==> src/rtl/spsh_pkg.sv <==
package spsh_pkg;
  typedef enum logic [1:0] {ST_IDLE, ST_ISOLATE, ST_RETRY} seq_state_e;

  // physical cell p has void links: the failed one, or the spare when no fault
  function automatic logic phys_is_void(int p, logic vld, int fidx, int spare);
    return vld ? (p == fidx) : (p == spare);
  endfunction

  // logical cell k moves up one physical slot when at or above the failed index
  function automatic logic logical_shifted(int k, logic vld, int fidx);
    return vld && (k >= fidx);
  endfunction
endpackage

==> src/rtl/spsh_linkmap.sv <==
module spsh_linkmap #(
  parameter int NCELL = 4,
  parameter int IDXW  = $clog2(NCELL + 1)
) (
  input  logic             clk,
  input  logic             rst_n,
  input  logic             csw_valid,
  input  logic [IDXW-1:0]  csw_idx,
  output logic [NCELL:0]   phys_void,
  output logic [NCELL-1:0] shift_sel
);
  import spsh_pkg::*;

  for (genvar p = 0; p <= NCELL; p++) begin : g_void
    assign phys_void[p] = phys_is_void(p, csw_valid, int'(csw_idx), NCELL);
  end

  for (genvar k = 0; k < NCELL; k++) begin : g_shift
    assign shift_sel[k] = logical_shifted(k, csw_valid, int'(csw_idx));
  end

  assert_single_void_R2: assert property (@(posedge clk) disable iff (!rst_n)
    $countones(phys_void) == 1);

  assert_spare_idle_R3: assert property (@(posedge clk) disable iff (!rst_n)
    phys_void[NCELL] |-> (shift_sel == '0));
endmodule

==> src/rtl/spsh_steplog.sv <==
module spsh_steplog #(
  parameter int STEPW = 8,
  parameter int CSWW  = 4
) (
  input  logic             clk,
  input  logic             rst_n,
  input  logic             log_en,
  input  logic [STEPW-1:0] step_id,
  input  logic [CSWW-1:0]  csw_now,
  output logic [STEPW-1:0] prev_id,
  output logic [CSWW-1:0]  prev_csw
);
  logic [STEPW-1:0] cur_id;
  logic [CSWW-1:0]  cur_csw;

  always_ff @(posedge clk) begin
    if (!rst_n) begin
      cur_id   <= '0;
      cur_csw  <= '0;
      prev_id  <= '0;
      prev_csw <= '0;
    end else if (log_en) begin
      prev_id  <= cur_id;
      prev_csw <= cur_csw;
      cur_id   <= step_id;
      cur_csw  <= csw_now;
    end
  end

  assert_rollback_shift_R6: assert property (@(posedge clk) disable iff (!rst_n)
    log_en |=> (prev_id == $past(cur_id)) && (prev_csw == $past(cur_csw)));

  assert_log_hold_R7: assert property (@(posedge clk) disable iff (!rst_n)
    !log_en |=> $stable(prev_id) && $stable(cur_id));
endmodule

==> src/rtl/spsh_seq.sv <==
module spsh_seq #(
  parameter int NCELL = 4,
  parameter int IDXW  = $clog2(NCELL + 1)
) (
  input  logic            clk,
  input  logic            rst_n,
  input  logic            fault_valid,
  input  logic [IDXW-1:0] fault_idx,
  input  logic            step_valid,
  input  logic            retry_ack,
  output logic            csw_valid,
  output logic [IDXW-1:0] csw_idx,
  output logic            log_en,
  output logic            retry_req,
  output logic            col_failed,
  output logic            bad_idx
);
  import spsh_pkg::*;

  seq_state_e      state_q;
  logic [IDXW-1:0] pend_idx;
  logic            q_valid;
  logic [IDXW-1:0] q_idx;

  // named internal events
  logic fault_ok, fault_bad, take_queued, take_live, commit_evt, lethal_evt, busy;
  assign fault_ok    = fault_valid && (int'(fault_idx) <= NCELL);
  assign fault_bad   = fault_valid && !fault_ok;
  assign take_queued = (state_q == ST_IDLE) && q_valid;
  assign take_live   = (state_q == ST_IDLE) && !q_valid && fault_ok;
  assign commit_evt  = (state_q == ST_ISOLATE) && !csw_valid;
  assign lethal_evt  = (state_q == ST_ISOLATE) && csw_valid;
  assign busy        = (state_q != ST_IDLE);

  assign log_en    = (state_q == ST_IDLE) && step_valid;
  assign retry_req = (state_q == ST_RETRY);

  always_ff @(posedge clk) begin
    if (!rst_n) begin
      state_q    <= ST_IDLE;
      pend_idx   <= '0;
      q_valid    <= 1'b0;
      q_idx      <= '0;
      csw_valid  <= 1'b0;
      csw_idx    <= '0;
      col_failed <= 1'b0;
      bad_idx    <= 1'b0;
    end else begin
      bad_idx <= fault_bad;
      if (take_queued) begin
        pend_idx <= q_idx;
        state_q  <= ST_ISOLATE;
        q_valid  <= fault_ok;
        q_idx    <= fault_idx;
      end else if (take_live) begin
        pend_idx <= fault_idx;
        state_q  <= ST_ISOLATE;
      end
      if (busy && fault_ok && !q_valid) begin
        q_valid <= 1'b1;
        q_idx   <= fault_idx;
      end
      if (commit_evt) begin
        csw_valid <= 1'b1;
        csw_idx   <= pend_idx;
        state_q   <= ST_RETRY;
      end
      if (lethal_evt) begin
        col_failed <= 1'b1;
        state_q    <= ST_IDLE;
      end
      if ((state_q == ST_RETRY) && retry_ack) state_q <= ST_IDLE;
    end
  end

  assert_isolate_once_R5: assert property (@(posedge clk) disable iff (!rst_n)
    (state_q == ST_ISOLATE) |=> (state_q != ST_ISOLATE));

  assert_retry_hold_R5: assert property (@(posedge clk) disable iff (!rst_n)
    (retry_req && !retry_ack) |=> retry_req);

  assert_retry_drop_R5: assert property (@(posedge clk) disable iff (!rst_n)
    (retry_req && retry_ack) |=> !retry_req);

  assert_csw_only_isolate_R4: assert property (@(posedge clk) disable iff (!rst_n)
    (state_q != ST_ISOLATE) |=> $stable(csw_valid) && $stable(csw_idx));

  assert_failed_sticky_R8: assert property (@(posedge clk) disable iff (!rst_n)
    col_failed |=> col_failed);

  assert_lethal_no_retry_R8: assert property (@(posedge clk) disable iff (!rst_n)
    lethal_evt |=> !retry_req && $stable(csw_idx));

  assert_bad_pulse_R10: assert property (@(posedge clk) disable iff (!rst_n)
    fault_bad |=> bad_idx);
endmodule

==> src/rtl/spare_shift_col.sv <==
module spare_shift_col #(
  parameter int NCELL = 4,
  parameter int STEPW = 8,
  parameter int IDXW  = $clog2(NCELL + 1)
) (
  input  logic             clk,
  input  logic             rst_n,
  input  logic             fault_valid,
  input  logic [IDXW-1:0]  fault_idx,
  input  logic             step_valid,
  input  logic [STEPW-1:0] step_id,
  input  logic             retry_ack,
  output logic [NCELL:0]   phys_void,
  output logic [NCELL-1:0] shift_sel,
  output logic [IDXW:0]    csw,
  output logic             retry_req,
  output logic [STEPW-1:0] retry_step,
  output logic [IDXW:0]    rollback_csw,
  output logic             col_failed,
  output logic             bad_idx
);
  localparam int CSWW = IDXW + 1;

  logic            csw_valid;
  logic [IDXW-1:0] csw_idx;
  logic            log_en;

  assign csw = {csw_valid, csw_idx};

  spsh_seq #(.NCELL(NCELL), .IDXW(IDXW)) u_seq (
    .clk(clk), .rst_n(rst_n),
    .fault_valid(fault_valid), .fault_idx(fault_idx),
    .step_valid(step_valid), .retry_ack(retry_ack),
    .csw_valid(csw_valid), .csw_idx(csw_idx),
    .log_en(log_en), .retry_req(retry_req),
    .col_failed(col_failed), .bad_idx(bad_idx)
  );

  spsh_linkmap #(.NCELL(NCELL), .IDXW(IDXW)) u_map (
    .clk(clk), .rst_n(rst_n),
    .csw_valid(csw_valid), .csw_idx(csw_idx),
    .phys_void(phys_void), .shift_sel(shift_sel)
  );

  spsh_steplog #(.STEPW(STEPW), .CSWW(CSWW)) u_log (
    .clk(clk), .rst_n(rst_n),
    .log_en(log_en), .step_id(step_id), .csw_now(csw),
    .prev_id(retry_step), .prev_csw(rollback_csw)
  );
endmodule

==> config.mk <==
export PLATFORM = sky130hd
export DESIGN_NAME = spare_shift_col
export DESIGN_NICKNAME = d
export VERILOG_FILES = /design/src/rtl/spsh_pkg.sv /design/src/rtl/spsh_linkmap.sv /design/src/rtl/spsh_steplog.sv /design/src/rtl/spsh_seq.sv /design/src/rtl/spare_shift_col.sv
export SDC_FILE = /design/constraint.sdc
export NUM_CORES = 1
export LEC_CHECK = 0
export BUFFER_PORTS_ARGS = -buffer_cell sky130_fd_sc_hd__buf_4
export CAP_MARGIN = 40
export CORE_AREA = 5 5 64 66
export DETAILED_ROUTE_END_ITERATION = 6
export DIE_AREA = 0 0 69 71
export GPL_TIMING_DRIVEN = 0
export PLACE_DENSITY = 0.81
export SLEW_MARGIN = 20
export SYNTH_ARGS = -nofsm -noshare
export SYNTH_HDL_FRONTEND = slang
export SYNTH_HIERARCHICAL = 1
export SYNTH_SLANG_ARGS = --single-unit
==> constraint.sdc <==
create_clock -name clk -period 1.4 [get_ports clk]
set_input_delay 0.21 -clock clk [delete_from_list [all_inputs] [get_ports clk]]
set_output_delay 0.21 -clock clk [all_outputs]
set_load 0.05 [all_outputs]
==> impl_metrics.ini, run 1 <==
[worst_setup_path]
path_cells = nand2b_4, inv_2, and3_4, buf_8
crit_path_start_kind = flip-flop
crit_buf_inv = 2
critPathCaptureType = output pin
cpPeakStageDelay_ns = 0.36
cp_max_fo = 7
slowest_stage = dfxtp_4
worstPathRequired_ns = 1.19
critPathKind = reg -> out
path_delay_family = simple AND/OR/NAND/NOR gates
critical_path_arrival_ns = 1.32

[final_layout]
postLayoutCoreUtil = 0.665
nets = 242
fillers = 314
diodes = 0
syn_to_final_growth_pct = 39.0
finalNonFillerCells = 275
layout_common_cells = buf_4, dfxtp_1, mux2i_1
layout-drive-gt1-share = 0.383
final_common_cell = buf_4

[place]
dp_hpwl_um = 2370
routabilityCongestion = 0.830
dpl.cell_count = 257
io_buffers = 43
pre_cts_ws_ns = -0.0674

[yosys]
yosys.area.top_type_share = 0.463
synthCells = 166
synth_nets = 182
synth_area_leaders = dfxtp_1, mux2i_1, nor2b_1
yosysTopAreaCell = dfxtp_1
ys_seq_elements = 39
syn_area_mm2 = 0.00169
ys_warn_count = 6
syn_avg_cell_area_um2 = 10.2
synth-seq-area-share = 0.463
synth_cell_types = 32

[grt]
grt-ovfl-total = 0
grt_pass1_wl_um = 5650
antenna_found_initial = 0
grt_util_all_layers = 0.141
grt_pass1_vias = 1231
grt_max_degree = 15

[cts]
cts_tree = yes
insertion_delay_ns = 0.33
cts_buffers = 5
h-tree-depth = 2
cts-root-buf = clkbuf_4
clockBufferDepth = 2
numClockSinks = 39
path_clk_slew_ns = 0.10

[timing]
final-setup-viol-count = 7
finalSetupTns_ns = -0.439
fin_crit_sh = 1.09
worst_slew_pin_slew_ns = 0.412
holdWs_ns = 0.108
post-route-min-period_ns = 1.53
finalHoldViolations = 0
slew_viol_final = 0
fin_ws_ns = -0.128
rsz0062_at_grt = true
fin_worst_skew_ns = 0.00305
max_slew_margin = 0.722
fmax_mhz = 655

[outcome]
violations = setup timing
status = complete, but fails checks

[floorplanning]
die_h_um = 71
die_width_um = 69
die_area_mm2 = 0.00490
core-area_mm2 = 0.00352
ios = 44
initial_core_util = 0.479
rows = 22

[routing]
wirelength_um = 3460
vias = 1354
ant_nets = 0
drt_iter0_markers = 63
drt-vias-per-instance = 4.92
wl_per_cell_um = 12.6
first_pass_iters = 4
remaining_drc_errors = 0

[min_path]
min_path_type = in -> reg

[pwr]
p_leak_uw = 0.00103
vdd_drop_max_v = 0.000632
power_density_mw_per_mm2 = 974

[flow_run]
cap_violations = 0
## per-stage QoR
stage | power, uW | area, um2
global route | 2420 | 2340
global placement | 1720 | 2130
CTS | 2270 | 2250
detailed placement | 1730 | 2130
floorplan | 1590 | 1750
finish | 2280 | 2340
## sequential cells by signal (all words and copies together) (netlist names), 2 cells and up
register        flops
u_seq/pend_idx      3
u_seq/state_q       2
u_seq/q_idx         3
u_seq/csw_idx       3
u_log/cur_csw       4
u_log/cur_id        8
u_log/prev_csw      4
u_log/prev_id       8
## tightest hold or removal path: cells and delay by family
family          cells  cell delay [ns]
compound gates      1             0.05
simple gates        1             0.08
buf+inv             1             0.07
## cell usage after synthesis, drive strengths merged
master / number
inv: 4
buf: 8
o21ai: 7
a41o: 2
clkbuf: 2
and2b: 1
nor2: 10
a311oi: 2
o31ai: 2
and2: 2
nor3: 2
nand2: 6
or2b: 1
dfxtp: 39
nor3b: 2
a211oi: 1
o22ai: 1
or2: 1
clkinv: 1
nand2b: 1
or3b: 1
nand3: 2
nor2b: 25
mux2i: 30
and3: 2
o21a: 1
a21oi: 10
## repair_timing
action / in CTS / in global routing
hold buffers: 0 / 0
gates resized for setup: 16 / 10
hold endpoints to repair: 0 / 0
setup buffers: 3 / 7
setup endpoints to repair: 30 / 36
pin swaps: 2 / 4
## cells by family after synthesis
kind of cell / after synthesis / synth area share
flip-flops: 39 / 0.463
multiplexers: 30 / 0.178
buffers and inverters: 15 / 0.0675
AO/OA/AOI/OAI: 26 / 0.102
AND/OR/NAND/NOR: 56 / 0.190
## routing by layer
layer  GRT usage  wire length (um)  vias up
li1            -                 -      690
met2       0.228              1720       36
met3      0.0597               212        5
met5           0                 0        -
met4      0.0586                41        0
met1       0.166              1480      623
## path summary, 6_finish.rpt
check	startpoint	end	slack, ns	depth (start not counted)
worst max-delay path	u_seq/csw_idx[2]	phys_void[3]	-0.13	4
worst min-delay path	retry_ack	u_seq/state_q[1]	0.11	3
worst max register to register	u_seq/state_q[1]	u_seq/state_q[0]	0.05	6
worst min register to register	u_seq/q_idx[2]	u_seq/q_idx[2]	0.47	2
## where the power goes
part,leakage [uW],total (uW),internal [uW],switching [uW]
clock,0.0000293,530,196,334
sequential,0.000323,1200,1160,43.0
combinational,0.000682,552,256,295
## area by class of cell
cell class                 instances  area (um2)  share of cell area
sequential                        39         805               0.343
tap                               48        60.1              0.0256
multi-input combinational        112         865               0.369
clock buffer                       7        45.0              0.0192
clock inverter                     1        5.00             0.00213
timing repair buffer              53         448               0.191
inverter                           5        18.8             0.00800
buffer                            10        98.8              0.0422
(Power assumes the default switching activity.)
==> inputs of run 2 (changes only) <==
PLACE_DENSITY = 0.75   (was 0.81)
==> impl_metrics.ini, run 2 (synthesis gave the netlist of run 1 again) <==
[place]
dp_hpwl_um = 2590
io_buffers = 43
routabilityCongestion = 0.768

[final_layout]
nets = 240
diodes = 0
reg_top3 = u_log/cur_id x8, u_log/prev_id x8
final_common_cell = buf_4
postLayoutCoreUtil = 0.669
register_area_um2 = 805
layout-drive-gt1-share = 0.387
multiInputGateArea_um2 = 860
fillers = 307
syn_to_final_growth_pct = 39.8
layout_common_cells = buf_4, dfxtp_1, mux2i_1

[floorplanning]
core-area_mm2 = 0.00352
die_width_um = 69
ios = 44
die_h_um = 71
die_area_mm2 = 0.00490
initial_core_util = 0.479
rows = 22

[pwr]
p_leak_uw = 0.00104
p_total_uw = 2430
power_density_mw_per_mm2 = 1030
vdd_drop_max_v = 0.000530

[outcome]
violations = setup timing
status = complete, but fails checks

[cts]
cts_tree = yes
cts_buffers = 5
path_clk_slew_ns = 0.12
numClockSinks = 39
clockBufferDepth = 2
cts-root-buf = clkbuf_4
h-tree-depth = 2
insertion_delay_ns = 0.34

[worst_setup_path]
worstPathRequired_ns = 1.19
critPathKind = reg -> out
worst_r2r_endpoint = u_seq/pend_idx[0]
worstSetupEndpoint = phys_void[3]
rr_worst_depth = 4
cp_max_fo = 7
crit_path_start_kind = flip-flop
critPathLaunch = u_seq/csw_idx[2]
reg2reg_slack_ns = 0.03
critPathCaptureType = output pin
critical_path_arrival_ns = 1.31
rr_startpoint = u_seq/q_valid

[timing]
fin_ws_ns = -0.117
max_slew_margin = 0.716
post-route-min-period_ns = 1.52
finalHoldViolations = 0
fin_crit_sh = 1.08
final-setup-viol-count = 8
slew_viol_final = 0
fmax_mhz = 659
worst_slew_pin_slew_ns = 0.422
rsz0062_at_grt = true
fin_worst_skew_ns = 0.0133

[grt]
antenna_found_initial = 0
grt_pass1_vias = 1361
grt-ovfl-total = 0
grt_util_all_layers = 0.156
grt_pass1_wl_um = 6280
grt_max_degree = 15

[routing]
drt_iter0_markers = 64
remaining_drc_errors = 0
first_pass_iters = 4
drt-vias-per-instance = 5.03
vias = 1372
wl_per_cell_um = 13.8
wirelength_um = 3760
ant_nets = 0

[min_path]
min_path_type = in -> reg
hp-start = retry_ack

[flow_run]
cap_violations = 0
==> run 2: cell types whose count changed in the layout (fill, tap and decap cells not counted), sizes merged <==
cell	change
buf	-2
clkbuf	-1
clkinv	+1
==> run 2: repair_timing <==
action                                  CTS  global route
buffers inserted                          4             5
pin swaps                                 3             1
hold buffers                              0             0
gates resized for setup                  19             8
endpoints found under the setup margin   31            35
==> run 2: critical path, cell delays in order, from the launching register on <==
cell and delay (ns):
dfxtp_4 0.37, nand2b_4 0.20, inv_2 0.09, and3_4 0.18
buf_8 0.14
==> run 2: how the worst min path moves through the flow <==
stage	cells past startpoint	end	slack (ns)
2_1_floorplan	1	u_log/cur_csw[3]	0.34
3_3_place_gp	2	u_seq/q_idx[2]	0.44
3_5_place_dp	2	u_seq/q_idx[2]	0.45
4_1_cts	3	u_seq/state_q[1]	0.09
5_1_grt	3	u_seq/state_q[1]	0.09
6_report	3	u_seq/state_q[1]	0.1
==> run 2: area by class of cell <==
cell class                      instances  share of cell area
Multi-Input combinational cell        112               0.365
Sequential cell                        39               0.341
Timing Repair Buffer                   52               0.188
Buffer                                  9              0.0398
Clock buffer                            6              0.0265
Tap cell                               48              0.0255
Inverter                                5             0.00796
Clock inverter                          2             0.00584
==> run 2: report_power, final <==
group | internal, uW | switching, uW
Clock | 304 | 378
Sequential | 1160 | 46.6
Combinational | 248 | 293
==> run 2: per-layer routing <==
metal,global-route usage,share of wire
met3,0.0455,0.059
met1,0.174,0.41
met4,0.0651,0.015
met2,0.279,0.52
met5,0,0
==> run 2: metrics by stage <==
stage / setup TNS, ns / worst slack, ns / std cells / hold WS (ns) / instance area (um2)
after global routing: -1.09 / -0.193 / 273 / 0.0921 / 2360
final: -0.445 / -0.117 / 273 / 0.0958 / 2360
after CTS: -0.574 / -0.121 / 269 / 0.0887 / 2290
after global placement: 0 / 0.00753 / 257 / 0.440 / 2130
after floorplan: -0.133 / -0.0617 / 166 / 0.338 / 1750
after detailed placement: -0.527 / -0.0490 / 257 / 0.449 / 2130
